===== src/rtl/sg_pkg.sv =====
package sg_pkg;
   typedef enum logic [2:0] {
      OP_DYN_SET  = 3'd0,
      OP_DYN_CLR  = 3'd1,
      OP_PERS_SET = 3'd2,
      OP_PERS_CLR = 3'd3,
      OP_LOCK_SET = 3'd4
   } sg_op_e;

   typedef struct packed {
      logic wr_dyn;
      logic wr_pers;
      logic val;
      logic set_lock;
      logic reject;
   } sg_act_t;
endpackage


===== src/rtl/sg_req_stage.sv =====
module sg_req_stage #(
   parameter int IDX_W = 3
) (
   input  logic             clk,
   input  logic             rst_n,
   input  logic             in_valid,
   input  logic [2:0]       in_op,
   input  logic [IDX_W-1:0] in_idx,
   output logic             ready,
   output logic             pend,
   output logic [2:0]       held_op,
   output logic [IDX_W-1:0] held_idx
);
   logic pend_q;

   always_ff @(posedge clk or negedge rst_n) begin
      if (!rst_n) begin
         pend_q   <= 1'b0;
         held_op  <= '0;
         held_idx <= '0;
      end else if (!pend_q && in_valid) begin
         pend_q   <= 1'b1;
         held_op  <= in_op;
         held_idx <= in_idx;
      end else begin
         pend_q   <= 1'b0;
      end
   end

   assign ready = !pend_q;
   assign pend  = pend_q;
endmodule


===== src/rtl/sg_decide.sv =====
module sg_decide
   import sg_pkg::*;
#(
   parameter int SECTORS = 8,
   parameter int IDX_W   = 3
) (
   input  logic               pend,
   input  logic [2:0]         op,
   input  logic [IDX_W-1:0]   idx,
   input  logic               lock,
   output sg_act_t            act,
   output logic [SECTORS-1:0] sel
);
   localparam bit FULL_RANGE = (SECTORS == (1 << IDX_W));

   logic idx_ok;

   generate
      if (FULL_RANGE) begin : g_full
         assign idx_ok = 1'b1;
      end else begin : g_part
         assign idx_ok = (int'(idx) < SECTORS);
      end
   endgenerate

   always_comb begin
      act = '0;
      if (pend) begin
         unique case (op)
            OP_DYN_SET:  begin act.wr_dyn  = idx_ok; act.val = 1'b1; end
            OP_DYN_CLR:  begin act.wr_dyn  = idx_ok; act.val = 1'b0; end
            OP_PERS_SET: begin act.wr_pers = idx_ok && !lock; act.val = 1'b1; end
            OP_PERS_CLR: begin act.wr_pers = idx_ok && !lock; act.val = 1'b0; end
            OP_LOCK_SET: act.set_lock = 1'b1;
            default:     act.reject = 1'b1;
         endcase
         if ((op == OP_PERS_SET || op == OP_PERS_CLR) && lock) act.reject = 1'b1;
         if (op != OP_LOCK_SET && !idx_ok) act.reject = 1'b1;
      end
   end

   always_comb begin
      sel = '0;
      for (int i = 0; i < SECTORS; i++) sel[i] = (int'(idx) == i);
   end
endmodule


===== src/rtl/sg_bit_bank.sv =====
module sg_bit_bank #(
   parameter int               SECTORS      = 8,
   parameter logic [SECTORS-1:0] PERSIST_INIT = '0
) (
   input  logic               clk,
   input  logic               rst_n,
   input  logic [SECTORS-1:0] sel,
   input  logic               wr_dyn,
   input  logic               wr_pers,
   input  logic               val,
   output logic [SECTORS-1:0] dyn,
   output logic [SECTORS-1:0] keep,
   output logic [SECTORS-1:0] prot
);
   generate
      for (genvar g = 0; g < SECTORS; g++) begin : g_sec
         logic dyn_r;
         logic keep_r = PERSIST_INIT[g];

         always_ff @(posedge clk or negedge rst_n) begin
            if (!rst_n)                dyn_r <= 1'b0;
            else if (wr_dyn && sel[g]) dyn_r <= val;
         end

         always_ff @(posedge clk) begin
            if (wr_pers && sel[g]) keep_r <= val;
         end

         assign dyn[g]  = dyn_r;
         assign keep[g] = keep_r;
         assign prot[g] = dyn_r | keep_r;
      end
   endgenerate
endmodule


===== src/rtl/sector_guard.sv =====
module sector_guard
   import sg_pkg::*;
#(
   parameter int                 SECTORS      = 8,
   parameter logic [SECTORS-1:0] PERSIST_INIT = '0,
   localparam int                IDX_W        = (SECTORS > 1) ? $clog2(SECTORS) : 1
) (
   input  logic               clk,
   input  logic               rst_n,
   input  logic               req_valid,
   input  logic [2:0]         req_op,
   input  logic [IDX_W-1:0]   req_sector,
   output logic               req_ready,
   output logic               ack,
   output logic               err,
   output logic               lock_o,
   output logic [SECTORS-1:0] prot
);
   generate
      if (SECTORS < 1 || SECTORS > 256) begin : g_bad_size
         $error("sector_guard: SECTORS must lie in 1..256");
      end
   endgenerate

   logic               pend;
   logic [2:0]         held_op;
   logic [IDX_W-1:0]   held_idx;
   sg_act_t            act;
   logic [SECTORS-1:0] sel;
   logic [SECTORS-1:0] dyn_w;
   logic [SECTORS-1:0] keep_w;
   logic               lock_q;
   logic               ack_q;
   logic               err_q;

   sg_req_stage #(.IDX_W(IDX_W)) u_stage (
      .clk      (clk),
      .rst_n    (rst_n),
      .in_valid (req_valid),
      .in_op    (req_op),
      .in_idx   (req_sector),
      .ready    (req_ready),
      .pend     (pend),
      .held_op  (held_op),
      .held_idx (held_idx)
   );

   sg_decide #(.SECTORS(SECTORS), .IDX_W(IDX_W)) u_decide (
      .pend (pend),
      .op   (held_op),
      .idx  (held_idx),
      .lock (lock_q),
      .act  (act),
      .sel  (sel)
   );

   sg_bit_bank #(.SECTORS(SECTORS), .PERSIST_INIT(PERSIST_INIT)) u_bank (
      .clk     (clk),
      .rst_n   (rst_n),
      .sel     (sel),
      .wr_dyn  (act.wr_dyn),
      .wr_pers (act.wr_pers),
      .val     (act.val),
      .dyn     (dyn_w),
      .keep    (keep_w),
      .prot    (prot)
   );

   always_ff @(posedge clk or negedge rst_n) begin
      if (!rst_n) begin
         lock_q <= 1'b0;
         ack_q  <= 1'b0;
         err_q  <= 1'b0;
      end else begin
         if (act.set_lock) lock_q <= 1'b1;
         ack_q <= pend;
         err_q <= act.reject;
      end
   end

   assign lock_o = lock_q;
   assign ack    = ack_q;
   assign err    = err_q;
endmodule


===== config.mk =====
export PLATFORM = sky130hd
export DESIGN_NAME = sector_guard
export DESIGN_NICKNAME = d
export VERILOG_FILES = /design/src/rtl/sg_pkg.sv /design/src/rtl/sg_req_stage.sv /design/src/rtl/sg_decide.sv /design/src/rtl/sg_bit_bank.sv /design/src/rtl/sector_guard.sv
export SDC_FILE = /design/constraint.sdc
export NUM_CORES = 1
export LEC_CHECK = 0
export ABC_AREA = 0
export BUFFER_PORTS_ARGS = -buffer_cell sky130_fd_sc_hd__clkbuf_2
export CORE_MARGIN = 2
export CORE_UTILIZATION = 50
export CTS_CLUSTER_SIZE = 14
export DETAILED_ROUTE_END_ITERATION = 6
export GPL_TIMING_DRIVEN = 0
export PLACE_DENSITY = 0.83
export SETUP_SLACK_MARGIN = 0.4
export SLEW_MARGIN = 20
export SYNTH_ARGS = -nofsm -noshare
export SYNTH_HDL_FRONTEND = slang
export SYNTH_SLANG_ARGS = --single-unit

===== constraint.sdc =====
create_clock -name clk -period 1.9 [get_ports clk]
set_input_delay 0.095 -clock clk [delete_from_list [all_inputs] [get_ports clk]]
set_output_delay 0.095 -clock clk [all_outputs]
set_load 0.02 [all_outputs]

==> results of run 1 <==
==> worst register-to-register path, delay by kind of cell, from the launching register on <==
family / cells / cell delay (ps)
flip-flops: 1 / 440
AO/OA/AOI/OAI: 2 / 260
AND/OR/NAND/NOR: 1 / 520
buffers and inverters: 1 / 150
==> path summary, 6_finish.rpt <==
path,startpoint,endpoint,slack [ps],cells after the start
worst max-delay path,u_stage.held_op[2],u_bank.g_sec[0].dyn_r,410,4
worst min-delay path,req_op[1],u_stage.held_op[1],9,2
worst max register to register,u_stage.held_op[2],u_bank.g_sec[0].dyn_r,410,4
worst min register to register,u_stage.pend,ack,480,0
max in group asynchronous,rst_n,u_stage.pend,1330,2
min in group asynchronous,rst_n,u_stage.held_idx[2],240,2
==> metrics by stage <==
step / hold slack, ps / utilization, % / total power, uW / worst slack, ps
after CTS: 1.30 / 61.8 / 1360 / 396
after detailed placement: 60.4 / 57.8 / 1120 / 149
final: 9.28 / 62.3 / 1350 / 411
after global placement: 48.6 / 57.8 / 1100 / 262
after global routing: 3.24 / 62.3 / 1430 / 363
after floorplan: -201 / - / 1010 / 436
==> cell type report <==
class / count / area [sq um]
fill: 195 / 817
timing repair buffer: 27 / 165
clock buffer: 4 / 26.3
buffer: 6 / 43.8
sequential: 26 / 693
inverter: 1 / 3.75
multi-input combinational: 53 / 385
tap: 28 / 35.0
==> kinds of logic (layout without fill, tap and decap cells) <==
kind of cell / count (synthesis) / in the layout
flops: 26 / 26
buf+inv: 7 / 38
simple gates: 28 / 28
compound gates: 19 / 19
mux: 6 / 6
==> cell usage in the layout, fill, tap and decap left out, drive strengths merged <==
cell type	synthesis	final
a21oi	1	1
a31o	1	1
and4bb	1	1
buf	2	4
clkbuf	4	28
dfrtp	18	18
dlygate4sd3	0	5
edfxtp	8	8
inv	1	1
mux2	6	6
nand2	3	3
nand2b	3	3
nand4bb	1	1
nor2	7	7
nor2b	1	1
nor3	3	3
o21ai	7	7
o31ai	8	8
o41ai	2	2
or2	8	8
or4b	1	1
==> report_power, final <==
group          switching [uW]  internal, uW
sequential               58.7           678
clock                     151          82.0
combinational             203           178
total                     413           938
==> flip-flops by register name, summed over array words and instances, names as in the netlist <==
| name | flops |
|---|---|
| u_stage.pend | 1 |
| err | 1 |
| ack | 1 |
| u_stage.held_idx | 3 |
| lock_o | 1 |
| u_stage.held_op | 3 |
| u_bank.g_sec.keep_r | 8 |
| u_bank.g_sec.dyn_r | 8 |
==> cells in the mapped netlist (all sizes together) <==
master   instances  area share (%)
dfrtp           18              40
edfxtp           8              21
o31ai            8             6.6
or2              8             4.5
nor2             7             2.3
o21ai            7             3.1
mux2             6             6.0
clkbuf           4             2.2
nand2            3             1.0
nand2b           3             1.7
nor3             3             1.3
buf              2             1.7
o41ai            2             2.2
a21oi            1            0.45
a31o             1            0.78
and4bb           1             1.1
inv              1            0.34
nand4bb          1             1.0
nor2b            1            0.56
or4b             1             1.2
==> layer usage <==
metal  vias up  GRT usage [%]
li1        370              -
met1       360           18.4
met2        20           27.7
met3         4           3.51
met4         0           11.0
met5         -              0
==> repair_timing <==
action | 4_1_cts | 5_1_grt
hold endpoints to repair | 21 | 1
setup buffers | 2 | 0
setup endpoints to repair | 10 | 10
hold buffers | 4 | 1
resized for setup | 2 | 1
pin swaps | 1 | 0
==> results.sh, run 1 <==
export IMPL_insertion_delay_ps=310
export IMPL_grt_overflow=0
export IMPL_ys_types=25
export IMPL_synth_adder_area_share_pct=0
export IMPL_drive_above_1_share_pct=42.7
export IMPL_io_buffers=20
export IMPL_finalSetupViolCount=0
export IMPL_hold_class="primary input to flop"
export IMPL_clock_root_buffer="clkbuf_4"
export IMPL_wire_per_inst_um=12.8
export IMPL_rsz0062_at_grt="true"
export IMPL_totalWireLength_um=1850
export IMPL_ios=21
export IMPL_top_layer_used="met4"
export IMPL_ant_nets=0
export IMPL_synthCells=86
export IMPL_cts_max_level=1
export IMPL_worstPathCellList="or4b_4 -> buf_6 -> o31ai_4 -> o41ai_2"
export IMPL_critPathSlowestCell="or4b_4"
export IMPL_cts_tree="built"
export IMPL_vias=754
export IMPL_vdd_drop_max_v=0.000644
export IMPL_required_ps=2100
export IMPL_die_h_um=51.3
export IMPL_antenna_found_initial=0
export IMPL_dr_wl_met3_um=68
export IMPL_fin_nets=127
export IMPL_cts_made_buffers=3
export IMPL_cp_max_fo=8
export IMPL_drt_met1_wl_um=809
export IMPL_post_route_period_util_pct=78.4
export IMPL_report_final_slew_viol_count=0
export IMPL_syn_to_final_growth_pct=20.9
export IMPL_finalSetupTns_ps=0
export IMPL_cpPeakStageDelay_ps=520
export IMPL_netlist_area_sq_um=1120
export IMPL_crit_buf_inv=1
export IMPL_synth_xor_area_share_pct=0
export IMPL_cp_top_family="simple AND/OR/NAND/NOR gates"
export IMPL_drc=0
export IMPL_fin_cells=145
export IMPL_globalplace_congestion=0.799
export IMPL_max_slew_margin_pct=67.8
export IMPL_hpwl_um=1320
export IMPL_synth_top_family_by_area="simple AND/OR/NAND/NOR gates"
export IMPL_clk_pin_slew_ps=130
export IMPL_muxShareOfSynthArea_pct=6.04
export IMPL_grt_pass1_vias=692
export IMPL_maxCapViolCount=0
export IMPL_dr_pass1_iters=4
export IMPL_diodes=0
export IMPL_worst_pin_slew_ps=480
export IMPL_crit_path_end_kind="flop"
export IMPL_synth_nets=95
export IMPL_fmax_mhz=672
export IMPL_dp_cells=134
export IMPL_synth_compound_area_share_pct=13.2
export IMPL_yosys_area_share_simple_pct=14.8
export IMPL_final_area_sq_um=1350
export IMPL_met2WireLength_um=933
export IMPL_vias_per_cell=5.20
export IMPL_p_leak_uw=0.000561
export IMPL_row_count=17
export IMPL_worst_ep_arrival_time_ps=1690
export IMPL_numClockSinks=26
export IMPL_grtUsageTotal_pct=16.4
export IMPL_dpl_cell_area_sq_um=1250
export IMPL_status="complete, no violations"
export IMPL_clockBufferDepth=2
export IMPL_startpoint_type="flop"
export IMPL_die_area_sq_um=2630
export IMPL_synth_seq_area_share_pct=61.7
export IMPL_finClkSkew_ps=3.38
export IMPL_grt_max_degree=19
export IMPL_initial_core_util_pct=51.6
export IMPL_drt_iter0_drc=13
export IMPL_die_w_um=51.3
export IMPL_avgSynthCellArea_sq_um=13.0
export IMPL_hold_viol=0
export IMPL_synth_ff_latch_count=26
export IMPL_p_per_area_nw_per_um2=999
export IMPL_crit_type="flop to flop"
export IMPL_period_minus_slack_ps=1490
export IMPL_core_area_sq_um=2170
export IMPL_ys_warn_count=0
export IMPL_grt_pass1_wl_um=3030
No activity file was read; power rests on OpenSTA's default activity.
==> run 2, diff against run 1 <==
- ABC_AREA: 0 -> 1
- CORE_UTILIZATION: 50 -> 48
- clock period: 1.9 -> 1.2 ns (I/O delays scaled with it)
==> results.sh, run 2 <==
export IMPL_dr_pass1_iters=5
export IMPL_globalplace_congestion=0.798
export IMPL_worst_slack_ps=-16.1
export IMPL_startpoint_type="flop"
export IMPL_syn_to_final_growth_pct=64.8
export IMPL_crit_type="flop to flop"
export IMPL_clockBufferDepth=2
export IMPL_required_ps=1430
export IMPL_top_regs="u_bank.g_sec.dyn_r: 8 flops, u_bank.g_sec.keep_r: 8 flops"
export IMPL_synth_ff_latch_count=26
export IMPL_synth_top_cell_area_share_pct=39.9
export IMPL_power_frac_comb_pct=34.0
export IMPL_avgSynthCellArea_sq_um=9.34
export IMPL_switchingPower_uw=702
export IMPL_drt_iter0_drc=19
export IMPL_synthCells=121
export IMPL_vias_per_cell=5.11
export IMPL_diodes=0
export IMPL_netlist_area_sq_um=1130
export IMPL_final_common_cell="nand2_1"
export IMPL_hold_class="primary input to flop"
export IMPL_die_w_um=52.5
export IMPL_vdd_drop_max_v=0.000886
export IMPL_numClockSinks=26
export IMPL_die_area_sq_um=2760
export IMPL_io_buffers=20
export IMPL_period_minus_slack_ps=1220
export IMPL_grt_overflow=0
export IMPL_cts_max_level=1
export IMPL_crit_path_end_kind="flop"
export IMPL_ys_types=17
export IMPL_synthFlopType="dfrtp_1"
export IMPL_post_place_ws_ps=-215
export IMPL_finalSetupViolCount=5
export IMPL_fmax_mhz=822
export IMPL_fin_cells=202
export IMPL_hold_viol=0
export IMPL_maxCapViolCount=0
export IMPL_vias=1032
export IMPL_worst_ep_arrival_time_ps=1450
export IMPL_finalSetupTns_ps=-33.9
export IMPL_r2r_slack_ps=-20
export IMPL_fin_nets=184
export IMPL_drive_above_1_share_pct=53.4
export IMPL_hpwl_um=1480
export IMPL_p_per_area_nw_per_um2=1180
export IMPL_cp_max_fo=4
export IMPL_drc=0
export IMPL_grtUsageTotal_pct=24.2
export IMPL_synthArstFlopShare_pct=69.2
export IMPL_grt_pass1_vias=1024
export IMPL_dpl_cell_area_sq_um=1270
export IMPL_wire_per_inst_um=15.8
export IMPL_initial_core_util_pct=51.1
export IMPL_row_count=17
export IMPL_synth_commonest_cells="nand2_1 (37), dfrtp_1 (18), nand3_1 (10), nor2_1 (10)"
export IMPL_power_frac_clock_pct=17.3
export IMPL_final_area_sq_um=1860
export IMPL_rsz0062_at_grt="true"
export IMPL_cts_tree="built"
export IMPL_mostFrequentLayoutCells="nand2_1 (30), buf_4 (17), dfrtp_1 (15)"
export IMPL_p_leak_uw=0.000861
export IMPL_finClkSkew_ps=16.5
export IMPL_synth_largest_area_cell="dfrtp_1"
export IMPL_insertion_delay_ps=320
export IMPL_internal_power_uw=1500
export IMPL_switching_share_pct=31.9
export IMPL_grt_max_degree=19
export IMPL_status="finished with violations"
export IMPL_worst_pin_slew_ps=460
export IMPL_grt_pass1_wl_um=4610
export IMPL_synth_edf_count=8
export IMPL_ant_nets=0
export IMPL_synth_nets=130
export IMPL_clock_root_buffer="clkbuf_4"
export IMPL_post_route_period_util_pct=101
export IMPL_fin_util_pct=84.2
export IMPL_totalWireLength_um=3180
export IMPL_synth_seq_area_share_pct=61.1
export IMPL_yosysMostFrequentCell="nand2_1"
export IMPL_ys_warn_count=0
export IMPL_max_slew_margin_pct=69.3
export IMPL_pwr_share_seq_pct=48.8
export IMPL_clk_pin_slew_ps=150
export IMPL_cts_made_buffers=3
export IMPL_die_h_um=52.5
export IMPL_antenna_found_initial=0
export IMPL_core_area_sq_um=2210
export IMPL_failed_checks="setup timing"
export IMPL_ios=21
export IMPL_yosys_top_cells_area="dfrtp_1 (40%), edfxtp_1 (21%), nand2_1 (12%)"
export IMPL_report_final_slew_viol_count=0
export IMPL_dp_cells=169
run 2: cell count changes after synthesis, sizes merged, moves of 2 or more:
| cell | change |
|---|---|
| clkbuf | -4 |
| nand2b | -3 |
| mux2 | -6 |
| nor3 | +5 |
| inv | +7 |
| nand3 | +10 |
| o41ai | -2 |
| o31ai | -8 |
| nand2 | +35 |
| nor2 | +5 |
run 2: metrics by stage:
stage,hold slack (ps),total power [uW]
floorplan,-236,1310
global placement,23.1,1410
detailed placement,31.4,1420
CTS,21.7,2050
global route,41.6,2290
finish,32.1,2200
run 2: final cells by class:
cell class | count | area [sq um]
repair buffers | 49 | 475
inverters | 8 | 32.5
well taps | 28 | 35.0
clock buffers | 4 | 26.3
plain buffers | 3 | 37.5
flip-flops and latches | 26 | 694
multi-input cells | 84 | 561
fillers | 121 | 350
run 2: routing by layer:
layer  part of all wire [%]  global-route usage (%)  up-vias
met3                    3.3                    3.14       14
met5                      0                       0        -
li1                       -                       -      495
met4                    4.5                    13.7        0
met2                     54                    44.6       35
met1                     38                    26.2      488
run 2: critical path: stages, from the launching register on:
cell and delay (ps):
dfrtp_1 460, inv_2 140, nand2_2 150, nor2_1 190
nand2_1 90, nand2_1 70, nand2_1 50
run 2: final timing paths:
path / to / cells after the start / start
worst max-delay path: u_bank.g_sec[4].dyn_r / 6 / u_stage.held_idx[0]
worst min-delay path: u_stage.held_op[0] / 4 / req_valid
worst max register to register: u_bank.g_sec[4].dyn_r / 6 / u_stage.held_idx[0]
worst min register to register: u_bank.g_sec[7].dyn_r / 2 / u_bank.g_sec[7].dyn_r
max in group asynchronous: u_stage.pend / 2 / rst_n
min in group asynchronous: u_bank.g_sec[0].dyn_r / 2 / rst_n
run 2: cell families (layout without fill, tap and decap cells):
group           after synthesis  in the layout  synth area share, %
compound gates                7              7                 3.10
buf+inv                      11             64                 5.09
flops                        26             26                 61.1
simple gates                 77             77                 30.7
run 2: timing repair:
item,4_1_cts,5_1_grt
endpoints found under the setup margin,45,45
setup buffers,17,3
pin swaps,8,7
gates cloned,2,0
resized for setup,58,30
hold buffers,7,0
hold endpoints to repair,24,0
run 2: power groups by stage:
stage,clock [uW],sequential [uW],combinational (uW)
after floorplan,0,1080,231
after global placement,0,1070,334
after detailed placement,0,1080,345
after CTS,381,1060,613
after global routing,410,1080,799
final,380,1070,748
